$ cat src/rtl/tfw_pkg.sv
package tfw_pkg;
    typedef enum logic [2:0] {
        ST_IDLE,
        ST_CLIMB,
        ST_DESCEND,
        ST_REPAIR,
        ST_FINISH
    } walk_st_t;

    typedef enum logic [1:0] {
        RES_CLEAN  = 2'd0,
        RES_FIXED  = 2'd1,
        RES_ATTACK = 2'd2
    } walk_res_t;
endpackage

$ cat src/rtl/tfw_lvl_ctr.sv
// Level pointer: cleared at walk start, stepped up while climbing, down while descending.
module tfw_lvl_ctr #(
    parameter int LW = 4
) (
    input  logic          clk,
    input  logic          rst_n,
    input  logic          clr,
    input  logic          inc,
    input  logic          dec,
    output logic [LW-1:0] lvl
);
    always_ff @(posedge clk or negedge rst_n) begin
        if (!rst_n)   lvl <= '0;
        else if (clr) lvl <= '0;
        else if (inc) lvl <= lvl + 1'b1;
        else if (dec) lvl <= lvl - 1'b1;
    end
endmodule

$ cat src/rtl/tfw_flag_vec.sv
// Per-level flag storage, one flop per level, written one index at a time.
module tfw_flag_vec #(
    parameter int N  = 10,
    parameter int LW = 4
) (
    input  logic          clk,
    input  logic          rst_n,
    input  logic          clr,
    input  logic          wr,
    input  logic [LW-1:0] idx,
    input  logic          val,
    output logic [N-1:0]  flags
);
    for (genvar g = 0; g < N; g++) begin : g_bit
        always_ff @(posedge clk or negedge rst_n) begin
            if (!rst_n)                       flags[g] <= 1'b0;
            else if (clr)                     flags[g] <= 1'b0;
            else if (wr && idx == LW'(g))     flags[g] <= val;
        end
    end
endmodule

$ cat src/rtl/tree_fix_walker.sv
module tree_fix_walker
    import tfw_pkg::*;
#(
    parameter int MAX_LVL = 9,
    localparam int NLV    = MAX_LVL + 1,
    localparam int LW     = $clog2(NLV)
) (
    input  logic          clk,
    input  logic          rst_n,
    input  logic          start,
    output logic          busy,
    output logic          chk_req,
    output logic [LW-1:0] chk_lvl,
    input  logic          chk_done,
    input  logic          chk_match,
    input  logic          chk_hit,
    output logic          fix_req,
    output logic [LW-1:0] fix_lvl,
    output logic          fix_data_mode,
    input  logic          fix_done,
    input  logic          fix_ok,
    output logic          done,
    output logic [1:0]    result,
    output logic [NLV-1:0] fixed_vec
);
    walk_st_t st, nxt;
    logic [LW-1:0]  lvl;
    logic [NLV-1:0] mis_log;
    logic           walk_clr, lvl_inc, lvl_dec;
    logic           log_wr, fix_wr;
    logic           res_ld;
    walk_res_t      res_val, res_q;

    tfw_lvl_ctr #(.LW(LW)) u_lvl (
        .clk(clk), .rst_n(rst_n), .clr(walk_clr),
        .inc(lvl_inc), .dec(lvl_dec), .lvl(lvl)
    );

    tfw_flag_vec #(.N(NLV), .LW(LW)) u_mis (
        .clk(clk), .rst_n(rst_n), .clr(walk_clr),
        .wr(log_wr), .idx(lvl), .val(~chk_match), .flags(mis_log)
    );

    tfw_flag_vec #(.N(NLV), .LW(LW)) u_fixed (
        .clk(clk), .rst_n(rst_n), .clr(walk_clr),
        .wr(fix_wr), .idx(lvl), .val(1'b1), .flags(fixed_vec)
    );

    // State register
    always_ff @(posedge clk or negedge rst_n) begin
        if (!rst_n) st <= ST_IDLE;
        else        st <= nxt;
    end

    // Outcome register
    always_ff @(posedge clk or negedge rst_n) begin
        if (!rst_n)        res_q <= RES_CLEAN;
        else if (walk_clr) res_q <= RES_CLEAN;
        else if (res_ld)   res_q <= res_val;
    end

    // Next state and datapath controls
    always_comb begin
        nxt      = st;
        walk_clr = 1'b0;
        lvl_inc  = 1'b0;
        lvl_dec  = 1'b0;
        log_wr   = 1'b0;
        fix_wr   = 1'b0;
        res_ld   = 1'b0;
        res_val  = RES_CLEAN;
        unique case (st)
            ST_IDLE: begin
                if (start) begin
                    walk_clr = 1'b1;
                    nxt      = ST_CLIMB;
                end
            end
            ST_CLIMB: begin
                if (chk_done) begin
                    if (chk_hit && lvl != '0) begin
                        lvl_dec = 1'b1;
                        nxt     = ST_DESCEND;
                    end else begin
                        log_wr = 1'b1;
                        if (lvl == LW'(MAX_LVL)) nxt = ST_DESCEND;
                        else                     lvl_inc = 1'b1;
                    end
                end
            end
            ST_DESCEND: begin
                if (mis_log[lvl]) begin
                    nxt = ST_REPAIR;
                end else if (lvl == '0) begin
                    res_ld  = 1'b1;
                    res_val = (|mis_log) ? RES_FIXED : RES_CLEAN;
                    nxt     = ST_FINISH;
                end else begin
                    lvl_dec = 1'b1;
                end
            end
            ST_REPAIR: begin
                if (fix_done) begin
                    if (fix_ok) begin
                        fix_wr = 1'b1;
                        if (lvl == '0) begin
                            res_ld  = 1'b1;
                            res_val = RES_FIXED;
                            nxt     = ST_FINISH;
                        end else begin
                            lvl_dec = 1'b1;
                            nxt     = ST_DESCEND;
                        end
                    end else begin
                        res_ld  = 1'b1;
                        res_val = RES_ATTACK;
                        nxt     = ST_FINISH;
                    end
                end
            end
            ST_FINISH: nxt = ST_IDLE;
            default:   nxt = ST_IDLE;
        endcase
    end

    // Outputs
    always_comb begin
        busy          = (st != ST_IDLE);
        chk_req       = (st == ST_CLIMB);
        fix_req       = (st == ST_REPAIR);
        done          = (st == ST_FINISH);
        chk_lvl       = lvl;
        fix_lvl       = lvl;
        fix_data_mode = (st == ST_REPAIR) && (lvl == '0);
        result        = res_q;
    end
endmodule

$ cat config.mk
export PLATFORM = sky130hd
export DESIGN_NAME = tree_fix_walker
export DESIGN_NICKNAME = d
export VERILOG_FILES = /design/src/rtl/tfw_pkg.sv /design/src/rtl/tfw_lvl_ctr.sv /design/src/rtl/tfw_flag_vec.sv /design/src/rtl/tree_fix_walker.sv
export SDC_FILE = /design/constraint.sdc
export NUM_CORES = 1
export LEC_CHECK = 0
export ABC_AREA = 1
export BUFFER_PORTS_ARGS = -buffer_cell sky130_fd_sc_hd__buf_2
export CAP_MARGIN = 20
export CELL_PAD_IN_SITES_DETAIL_PLACEMENT = 0
export CELL_PAD_IN_SITES_GLOBAL_PLACEMENT = 1
export CORE_MARGIN = 2
export CORE_UTILIZATION = 40
export DETAILED_ROUTE_END_ITERATION = 10
export PLACE_DENSITY = 0.86
export RECOVER_POWER = 100
export SLEW_MARGIN = 30
export SYNTH_ARGS = -nofsm -noshare
export SYNTH_HDL_FRONTEND = slang
export SYNTH_HIERARCHICAL = 1
export SYNTH_SLANG_ARGS = --single-unit
$ cat constraint.sdc
create_clock -name clk -period 2.79 [get_ports clk]
set_input_delay 0.558 -clock clk [delete_from_list [all_inputs] [get_ports clk]]
set_output_delay 0.558 -clock clk [all_outputs]
set_load 0.02 [all_outputs]
==> results of run 1 <==
## critical path: stages, from the launching register on
cell and delay (ps):
dfrtp_1 340, clkbuf_1 660, nor4_2 130, nor2_1 300, inv_2 110, ha_1 330, or2_1 240, nand2_1 70
nand2_1 40, nand3_1 50, nand2_1 50
## worst max-delay path by stage
stage                     slack, ps                       end  depth (start not counted)
after detailed placement        500  u_lvl/lvl[3]$_DFFE_PN0P_                         14
after global routing            160  u_lvl/lvl[3]$_DFFE_PN0P_                         15
after CTS                       490  u_lvl/lvl[3]$_DFFE_PN0P_                         14
after global placement          610  u_lvl/lvl[3]$_DFFE_PN0P_                         14
after floorplan                 340  u_lvl/lvl[3]$_DFFE_PN0P_                         14
final                           360  u_lvl/lvl[3]$_DFFE_PN0P_                         10
## layer usage
| layer | vias up | routed length, microns | track usage |
|---|---|---|---|
| li1 | 1075 | - | - |
| met1 | 911 | 2558 | 0.2541 |
| met2 | 61 | 2185 | 0.2800 |
| met3 | 4 | 303 | 0.04118 |
| met4 | 0 | 38 | 0.03750 |
| met5 | - | 0 | 0 |
## sequential cells by signal, indices dropped and copies added (netlist names)
signal         count
u_mis/flags       10
result             2
u_fixed/flags     10
u_lvl/lvl          4
st                 3
## kinds of logic after synthesis
logic type	Yosys count	share of synthesized area
and+or+nand+nor	188	0.4156
buffers and inverters	79	0.1484
DFF	29	0.3376
AOI/OAI and AO/OA	24	0.07160
adders and majority gates	3	0.02095
xor gates and xnor gates	1	0.004075
other	1	0.001745
## cells in the mapped netlist
| cell | n |
|---|---|
| o211ai_1 | 1 |
| nand2_1 | 95 |
| o21ai_2 | 1 |
| xor2_1 | 1 |
| nand4_1 | 11 |
| o22ai_1 | 3 |
| nand4_2 | 1 |
| ha_1 | 2 |
| a21oi_2 | 1 |
| or2_2 | 1 |
| dfrtp_1 | 29 |
| or2_1 | 1 |
| nor2_4 | 2 |
| nand3_4 | 1 |
| a21oi_1 | 2 |
| buf_4 | 6 |
| nor3_1 | 3 |
| clkinv_1 | 1 |
| nand2_2 | 3 |
| o21bai_1 | 8 |
| nand3_2 | 7 |
| inv_1 | 66 |
| inv_2 | 6 |
| nor2_2 | 6 |
| nor4_2 | 1 |
| nand3_1 | 29 |
| nor2_1 | 26 |
| fa_1 | 1 |
| o21ai_0 | 5 |
| conb_1 | 1 |
| nor4_1 | 1 |
| o21ai_1 | 3 |
## per-stage QoR
step | total power, uW | setup WS, ps | utilization
2_1_floorplan | 1743 | 337.0 | -
3_3_place_gp | 2108 | 611.2 | 0.4635
3_5_place_dp | 2118 | 504.1 | 0.4635
4_1_cts | 2460 | 488.6 | 0.4791
5_1_grt | 2589 | 164.1 | 0.4645
6_report | 2362 | 364.0 | 0.4645
## area by class of cell
| class | instances | area, sq um | area share |
|---|---|---|---|
| clock buffer | 8 | 80.08 | 0.03354 |
| inverter | 73 | 274.0 | 0.1148 |
| timing repair buffer | 36 | 152.6 | 0.06394 |
| tap | 70 | 87.58 | 0.03669 |
| sequential | 29 | 725.7 | 0.3040 |
| multi-input combinational | 217 | 1067 | 0.4471 |
## cells in the final DEF (no fill, tap or decap), drive strengths merged, types with 8 or more instances in the layout
cell,n
nand2,98
nand3,37
o21ai,9
inv,72
dfrtp,29
nand4,12
o21bai,8
buf,12
nor2,34
clkbuf,32
## power groups by stage
stage	clock [uW]	sequential, uW	combinational, uW
after CTS	341	598	1520
after global placement	0	602	1510
after floorplan	0	755	988
final	335	597	1430
after global routing	367	611	1610
after detailed placement	0	605	1510
==> flow_summary.toml, run 1 <==
[run_status]
run_status = "finished with violations"
violations = "capacitance limit, slew limit"

[setup_path]
r2r_cells = 10
worst-endpoint-arrival_ps = 2600
end_kind = "register"
rrSetupSlack_ps = 360
critPathLaunch = "u_lvl/lvl[1]$_DFFE_PN0P_"
required_ps = 2960
critical_path_class = "register to register"
startpoint_type = "register"
cp_max_fo = 17
rr_endpoint = "u_lvl/lvl[3]$_DFFE_PN0P_"
rr_startpoint = "u_lvl/lvl[1]$_DFFE_PN0P_"

[clocking]
postCtsSetupBuffers = 0
cts.sinks = 29
cts_buffers = 5
hold_buffers = 0
cts_tree = "done"
clkTransAtPathRegs_ps = 60
ctsResizeCount = 0
cts_htree_levels = 2
ctsLongestPathBuffers = 2
clock_latency_ps = 280
root_buffer = "clkbuf_8"

[finish]
layout.nets = 373
num_antenna_cells = 0
layout-drive-gt1-share = 0.1019
fin_area_sq_mm = 0.002387
n_fill_cell = 571
fin_cells = 433
synthToLayoutAreaGrowth_pct = 11.06

[yosys]
syn_area_sq_mm = 0.002150
synth_cells = 325
yosys.area.top_type = "dfrtp_1"
ys_seq_area_frac = 0.3376
ys_types = 32
synthTopCellsByArea = "dfrtp_1 (34%), nand2_1 (17%), inv_1 (12%)"
syn_avg_cell_area_sq_um = 6.614
synth_seq_cells = 29
synth_top_area_share = 0.3376
syn-num-nets = 336
yosysWarnings = 6

[global_route]
grt.overflow.total = 0
track_usage = 0.1795
antenna_found_initial = 0
grt_pass1_wl_mm = 8.645
grt_max_degree = 30
grt_pass1_vias = 1890

[power_and_ir_drop]
seqPwrFrac = 0.253
p_per_area_mw_per_mm2 = 989.4
comb_power_share = 0.605
clock_power_share = 0.142
p_leak_uw = 0.001331
intPower_uw = 1110
ir_drop_v = 0.0002949
swShare = 0.5299
p_sw_uw = 1252

[floorplanning]
io_pins = 33
rows = 26
die-width_microns = 77.31
initial_core_util = 0.4182
coreArea_sq_mm = 0.005140
die_area_sq_mm = 0.005976
floorplan.die.height_microns = 77.31

[placement]
dp_hpwl_mm = 3.724
placedCellCount = 425
gp_congestion = 0.8434
portBuffers = 32
dpl-instance-area_sq_mm = 0.002382

[sta]
finalClockSkew_ps = 5.186
fmax_ghz = 0.4122
rsz0062_at_grt = "no"
fin_setup_tns_ps = 0
slew_headroom = -0.07611
final_max_slew_viol_count = 30
hold_slack_ps = 495.8
period_share = 0.8695
hold_viol = 0
worst-slew-pin-transition_ps = 1614
min_period_ps = 2426
setup_viol = 0

[drt]
drt_iter0_drc = 119
via_per_inst = 4.737
first_pass_iters = 4
routed_wl_mm = 5.085
vias = 2051
routedWlPerCell_microns = 11.74
drc = 0
drtAntennaViolNets = 0

[min_path]
hold_depth = 2
hp-start = "fix_ok"
hold_path.class = "input pin to register"
hold_end = "result[1]$_DFFE_PN0P_"

[run]
maxCapViolations = 1
Power figures use the tool's default switching activity.
==> run 2: changes to the inputs <==
- PLACE_DENSITY: 0.86 -> not set
- PLACE_DENSITY_LB_ADDON: not set -> 0.1
==> flow_summary.toml, run 2 (synthesis gave the netlist of run 1 again) <==
[sta]
slew_headroom = -0.1007
hold_viol = 0
final_max_slew_viol_count = 30
setup_viol = 0
rsz0062_at_grt = "no"
min_period_ps = 2419
finalClockSkew_ps = 5.984
worst-slew-pin-transition_ps = 1651
fin_setup_tns_ps = 0
fmax_ghz = 0.4134
period_share = 0.8669

[setup_path]
end_kind = "register"
required_ps = 2960
worst-endpoint-arrival_ps = 2590
cp_cell_sequence = "clkbuf_1, nand3_1, nand4_1, o211ai_1, inv_1, nand3_1, nand2_1, inv_1, nand3_1, nand2_1"
critical-path-top-delay-family = "simple AND/OR/NAND/NOR gates"
startpoint_type = "register"
slowest_delay_ps = 700
critPathSlowestCell = "clkbuf_1"
cp_num_buf_inv = 3
critical_path_class = "register to register"
cpMostUsedCell = "nand3_1"
cp_max_fo = 14

[placement]
placedCellCount = 425
gp_congestion = 0.8151
dp_hpwl_mm = 3.885
portBuffers = 32

[finish]
num_antenna_cells = 0
final_common_cell = "nand2_1"
reg_top3 = "u_fixed/flags: 10 flops, u_mis/flags: 10 flops, u_lvl/lvl: 4 flops"
layout.nets = 373
final_cell_mix = "nand2_1 (98), inv_1 (68), nand3_1 (31)"
fin_cells = 431
synthToLayoutAreaGrowth_pct = 10.94
layout-drive-gt1-share = 0.09418
n_fill_cell = 609

[run_status]
violations = "capacitance limit, slew limit"
run_status = "finished with violations"

[global_route]
grt_pass1_vias = 1952
grtUsageMet2 = 0.3252
grt_max_degree = 30
use_met1 = 0.2533
grt.overflow.total = 0
grt.busiest_layer = "met2"
grt_pass1_wl_mm = 9.252
track_usage = 0.1939
antenna_found_initial = 0
met3_usage = 0.04353

[clocking]
cts_htree_levels = 2
clock_latency_ps = 280
cts_buffers = 5
postCtsSetupBuffers = 0
clkTransAtPathRegs_ps = 70
root_buffer = "clkbuf_8"
ctsResizeCount = 0
hold_buffers = 0
cts.sinks = 29
cts_tree = "done"
ctsLongestPathBuffers = 2

[drt]
first_pass_iters = 4
drt_iter0_drc = 74
via_per_inst = 4.657
drtAntennaViolNets = 0
routedWlPerCell_microns = 12.55
drc = 0
vias = 2007
routed_wl_mm = 5.410

[min_path]
hold_path.class = "input pin to register"

[power_and_ir_drop]
p_leak_uw = 0.001327
ir_drop_v = 0.0003655
p_per_area_mw_per_mm2 = 994.4

[floorplanning]
initial_core_util = 0.4182
coreArea_sq_mm = 0.005140
rows = 26
die-width_microns = 77.31
floorplan.die.height_microns = 77.31
die_area_sq_mm = 0.005976
io_pins = 33

[run]
maxCapViolations = 1
==> run 2: changes by cell type in the layout (fill, tap and decap cells not counted), sizes merged <==
cell,delta
clkbuf,-2
inv,-1
clkinv,+2
buf,-1
==> run 2: path summary, 6_finish.rpt <==
| path | endpoint | slack, ps | start | cells after the start |
|---|---|---|---|---|
| max | u_lvl/lvl[3]$_DFFE_PN0P_ | 370 | u_lvl/lvl[3]$_DFFE_PN0P_ | 10 |
| min | result[1]$_DFFE_PN0P_ | 510 | fix_ok | 2 |
| max reg2reg | u_lvl/lvl[3]$_DFFE_PN0P_ | 370 | u_lvl/lvl[3]$_DFFE_PN0P_ | 10 |
| min reg2reg | result[1]$_DFFE_PN0P_ | 530 | result[1]$_DFFE_PN0P_ | 2 |
| max in group asynchronous | u_mis/flags[3]$_DFFE_PN0P_ | 1140 | rst_n | 1 |
| min in group asynchronous | st[1]$_DFFE_PN0P_ | 690 | rst_n | 1 |
==> run 2: worst reg2reg max path, stage by stage, from the launching register on <==
cell and delay [ps]:
dfrtp_1 340, clkbuf_1 700, nand3_1 320, nand4_1 270, o211ai_1 130, inv_1 80
nand3_1 130, nand2_1 170, inv_1 50, nand3_1 80, nand2_1 50
==> run 2: metal layers <==
| layer | share of wire | wire (microns) |
|---|---|---|
| met1 | 0.47 | 2561 |
| met2 | 0.48 | 2581 |
| met3 | 0.039 | 213 |
| met4 | 0.0098 | 53 |
| met5 | 0 | 0 |
==> run 2: metrics by stage <==
stage / worst slack, ps / area, sq um / utilization / hold slack [ps] / total power, uW
2_1_floorplan: 337.0 / 2150 / - / 262.4 / 1743
3_3_place_gp: 600.6 / 2382 / 0.4635 / 512.3 / 2131
3_5_place_dp: 518.8 / 2382 / 0.4635 / 520.1 / 2137
4_1_cts: 502.8 / 2456 / 0.4778 / 347.2 / 2475
5_1_grt: 161.5 / 2385 / 0.4640 / 527.1 / 2611
6_report: 371.3 / 2385 / 0.4640 / 506.9 / 2371
==> run 2: cell type report <==
| type | count | area (sq um) | area share |
|---|---|---|---|
| Sequential cell | 29 | 725.7 | 0.3043 |
| Clock inverter | 1 | 5.005 | 0.002099 |
| Timing Repair Buffer | 36 | 153.9 | 0.06453 |
| Clock buffer | 5 | 68.82 | 0.02886 |
| Inverter | 73 | 274.0 | 0.1149 |
| Multi-Input combinational cell | 217 | 1070 | 0.4486 |
| Tap cell | 70 | 87.58 | 0.03673 |
==> run 2: power by group <==
group	leakage (uW)	switching (uW)	internal (uW)	total [uW]
Combinational	0.000893	1040	410	1450
Sequential	0.000394	69.6	526	596
Clock	0.0000399	161	164	325
Total	0.00133	1270	1100	2370
==> run 3: changes to the inputs <==
- MAX_ROUTING_LAYER: not set -> met4
==> flow_summary.toml, run 3 (synthesis gave the netlist of run 1 again) <==
[clocking]
postCtsSetupBuffers = 0
cts_tree = "done"
ctsResizeCount = 0
cts_htree_levels = 2
root_buffer = "clkbuf_8"
hold_buffers = 0
clock_latency_ps = 280
cts.sinks = 29
ctsLongestPathBuffers = 2
clkTransAtPathRegs_ps = 70
cts_buffers = 5

[placement]
gp_congestion = 0.8272
dpl-instance-area_sq_mm = 0.002382
dp_hpwl_mm = 3.885
portBuffers = 32

[drt]
first_pass_iters = 4
vias = 2009
drc = 0
drtAntennaViolNets = 0
routed_wl_mm = 5.410
via_per_inst = 4.661
drt_iter0_drc = 75
routedWlPerCell_microns = 12.55

[finish]
fin_area_sq_mm = 0.002385
final_common_cell = "nand2_1"
final_cell_mix = "nand2_1 (98), inv_1 (68), nand3_1 (31)"
synthToLayoutAreaGrowth_pct = 10.94
num_antenna_cells = 0
layout.nets = 373
final_core_util = 0.4640
layout-drive-gt1-share = 0.09418
reg_top3 = "u_fixed/flags: 10 flops, u_mis/flags: 10 flops, u_lvl/lvl: 4 flops"

[power_and_ir_drop]
intPower_uw = 1100
ir_drop_v = 0.0003657
swShare = 0.5364
p_per_area_mw_per_mm2 = 994.8
p_sw_uw = 1273
power_uw = 2372
p_leak_uw = 0.001327
seqPwrFrac = 0.251
clock_power_share = 0.137
comb_power_share = 0.612

[sta]
hold_viol = 0
rsz0062_at_grt = "no"
setup_viol = 0
final_max_slew_viol_count = 30
fmax_ghz = 0.4132
worst-slew-pin-transition_ps = 1651
finalClockSkew_ps = 5.988
period_share = 0.8674
hold_slack_ps = 506.8
min_period_ps = 2420
fin_setup_tns_ps = 0
slew_headroom = -0.1004

[global_route]
grt.overflow.total = 0
antenna_found_initial = 0
grt_pass1_wl_mm = 9.246
grt_max_degree = 30
track_usage = 0.1994
grt_pass1_vias = 1952

[setup_path]
cp_max_fo = 14
startpoint_type = "register"
required_ps = 2960
worst-endpoint-arrival_ps = 2590
end_kind = "register"
r2r_cells = 10
critical_path_class = "register to register"

[floorplanning]
coreArea_sq_mm = 0.005140
die-width_microns = 77.31
initial_core_util = 0.4182
floorplan.die.height_microns = 77.31
die_area_sq_mm = 0.005976
rows = 26
io_pins = 33

[run_status]
run_status = "finished with violations"
violations = "capacitance limit, slew limit"

[run]
maxCapViolations = 1

[min_path]
hold_path.class = "input pin to register"
hold_depth = 2
## run 3: cell counts in the layout (fill, tap and decap cells not counted)
No cell type changed its count.
## run 3: final timing paths
| path | start | to | slack (ps) |
|---|---|---|---|
| worst min register to register | result[1]$_DFFE_PN0P_ | result[1]$_DFFE_PN0P_ | 530 |
| max in group asynchronous | rst_n | u_mis/flags[3]$_DFFE_PN0P_ | 1140 |
| min in group asynchronous | rst_n | st[1]$_DFFE_PN0P_ | 690 |
| worst max-delay path | u_lvl/lvl[3]$_DFFE_PN0P_ | u_lvl/lvl[3]$_DFFE_PN0P_ | 370 |
| worst min-delay path | fix_ok | result[1]$_DFFE_PN0P_ | 510 |
| worst max register to register | u_lvl/lvl[3]$_DFFE_PN0P_ | u_lvl/lvl[3]$_DFFE_PN0P_ | 370 |
## run 3: metal layers
metal | routed length [microns] | vias up | global-route usage
met3 | 214 | 5 | 0.04353
met5 | 0 | - | -
met4 | 52 | 0 | 0.04643
met1 | 2563 | 906 | 0.2533
li1 | - | 1068 | -
met2 | 2579 | 30 | 0.3252
## run 3: through the flow
stage / instances / worst slack (ps)
after floorplan: 325 / 337.0
after global placement: 425 / 600.6
after detailed placement: 425 / 518.8
after CTS: 431 / 502.8
after global routing: 431 / 161.5
final: 431 / 370.1
## run 3: final cells by class
type                    count  area (sq um)
flip-flops and latches     29         725.7
fillers                   609          2755
clock buffers               5         68.82
repair buffers             36         153.9
multi-input cells         217          1070
inverters                  73         274.0
clock inverters             1         5.005
well taps                  70         87.58
## run 3: power by group through the flow
| stage | logic, uW | clock network (uW) | registers (uW) |
|---|---|---|---|
| 4_1_cts | 1540 | 337 | 598 |
| 3_5_place_dp | 1530 | 0 | 606 |
| 6_report | 1450 | 325 | 596 |
| 5_1_grt | 1640 | 359 | 611 |
| 2_1_floorplan | 988 | 0 | 755 |
| 3_3_place_gp | 1530 | 0 | 605 |
## run 3: worst max-delay path, cell delays in order (launching register included)
cell and delay, ps:
dfrtp_1 340, clkbuf_1 700, nand3_1 320, nand4_1 270
o211ai_1 130, inv_1 80, nand3_1 130, nand2_1 170
inv_1 50, nand3_1 80, nand2_1 50
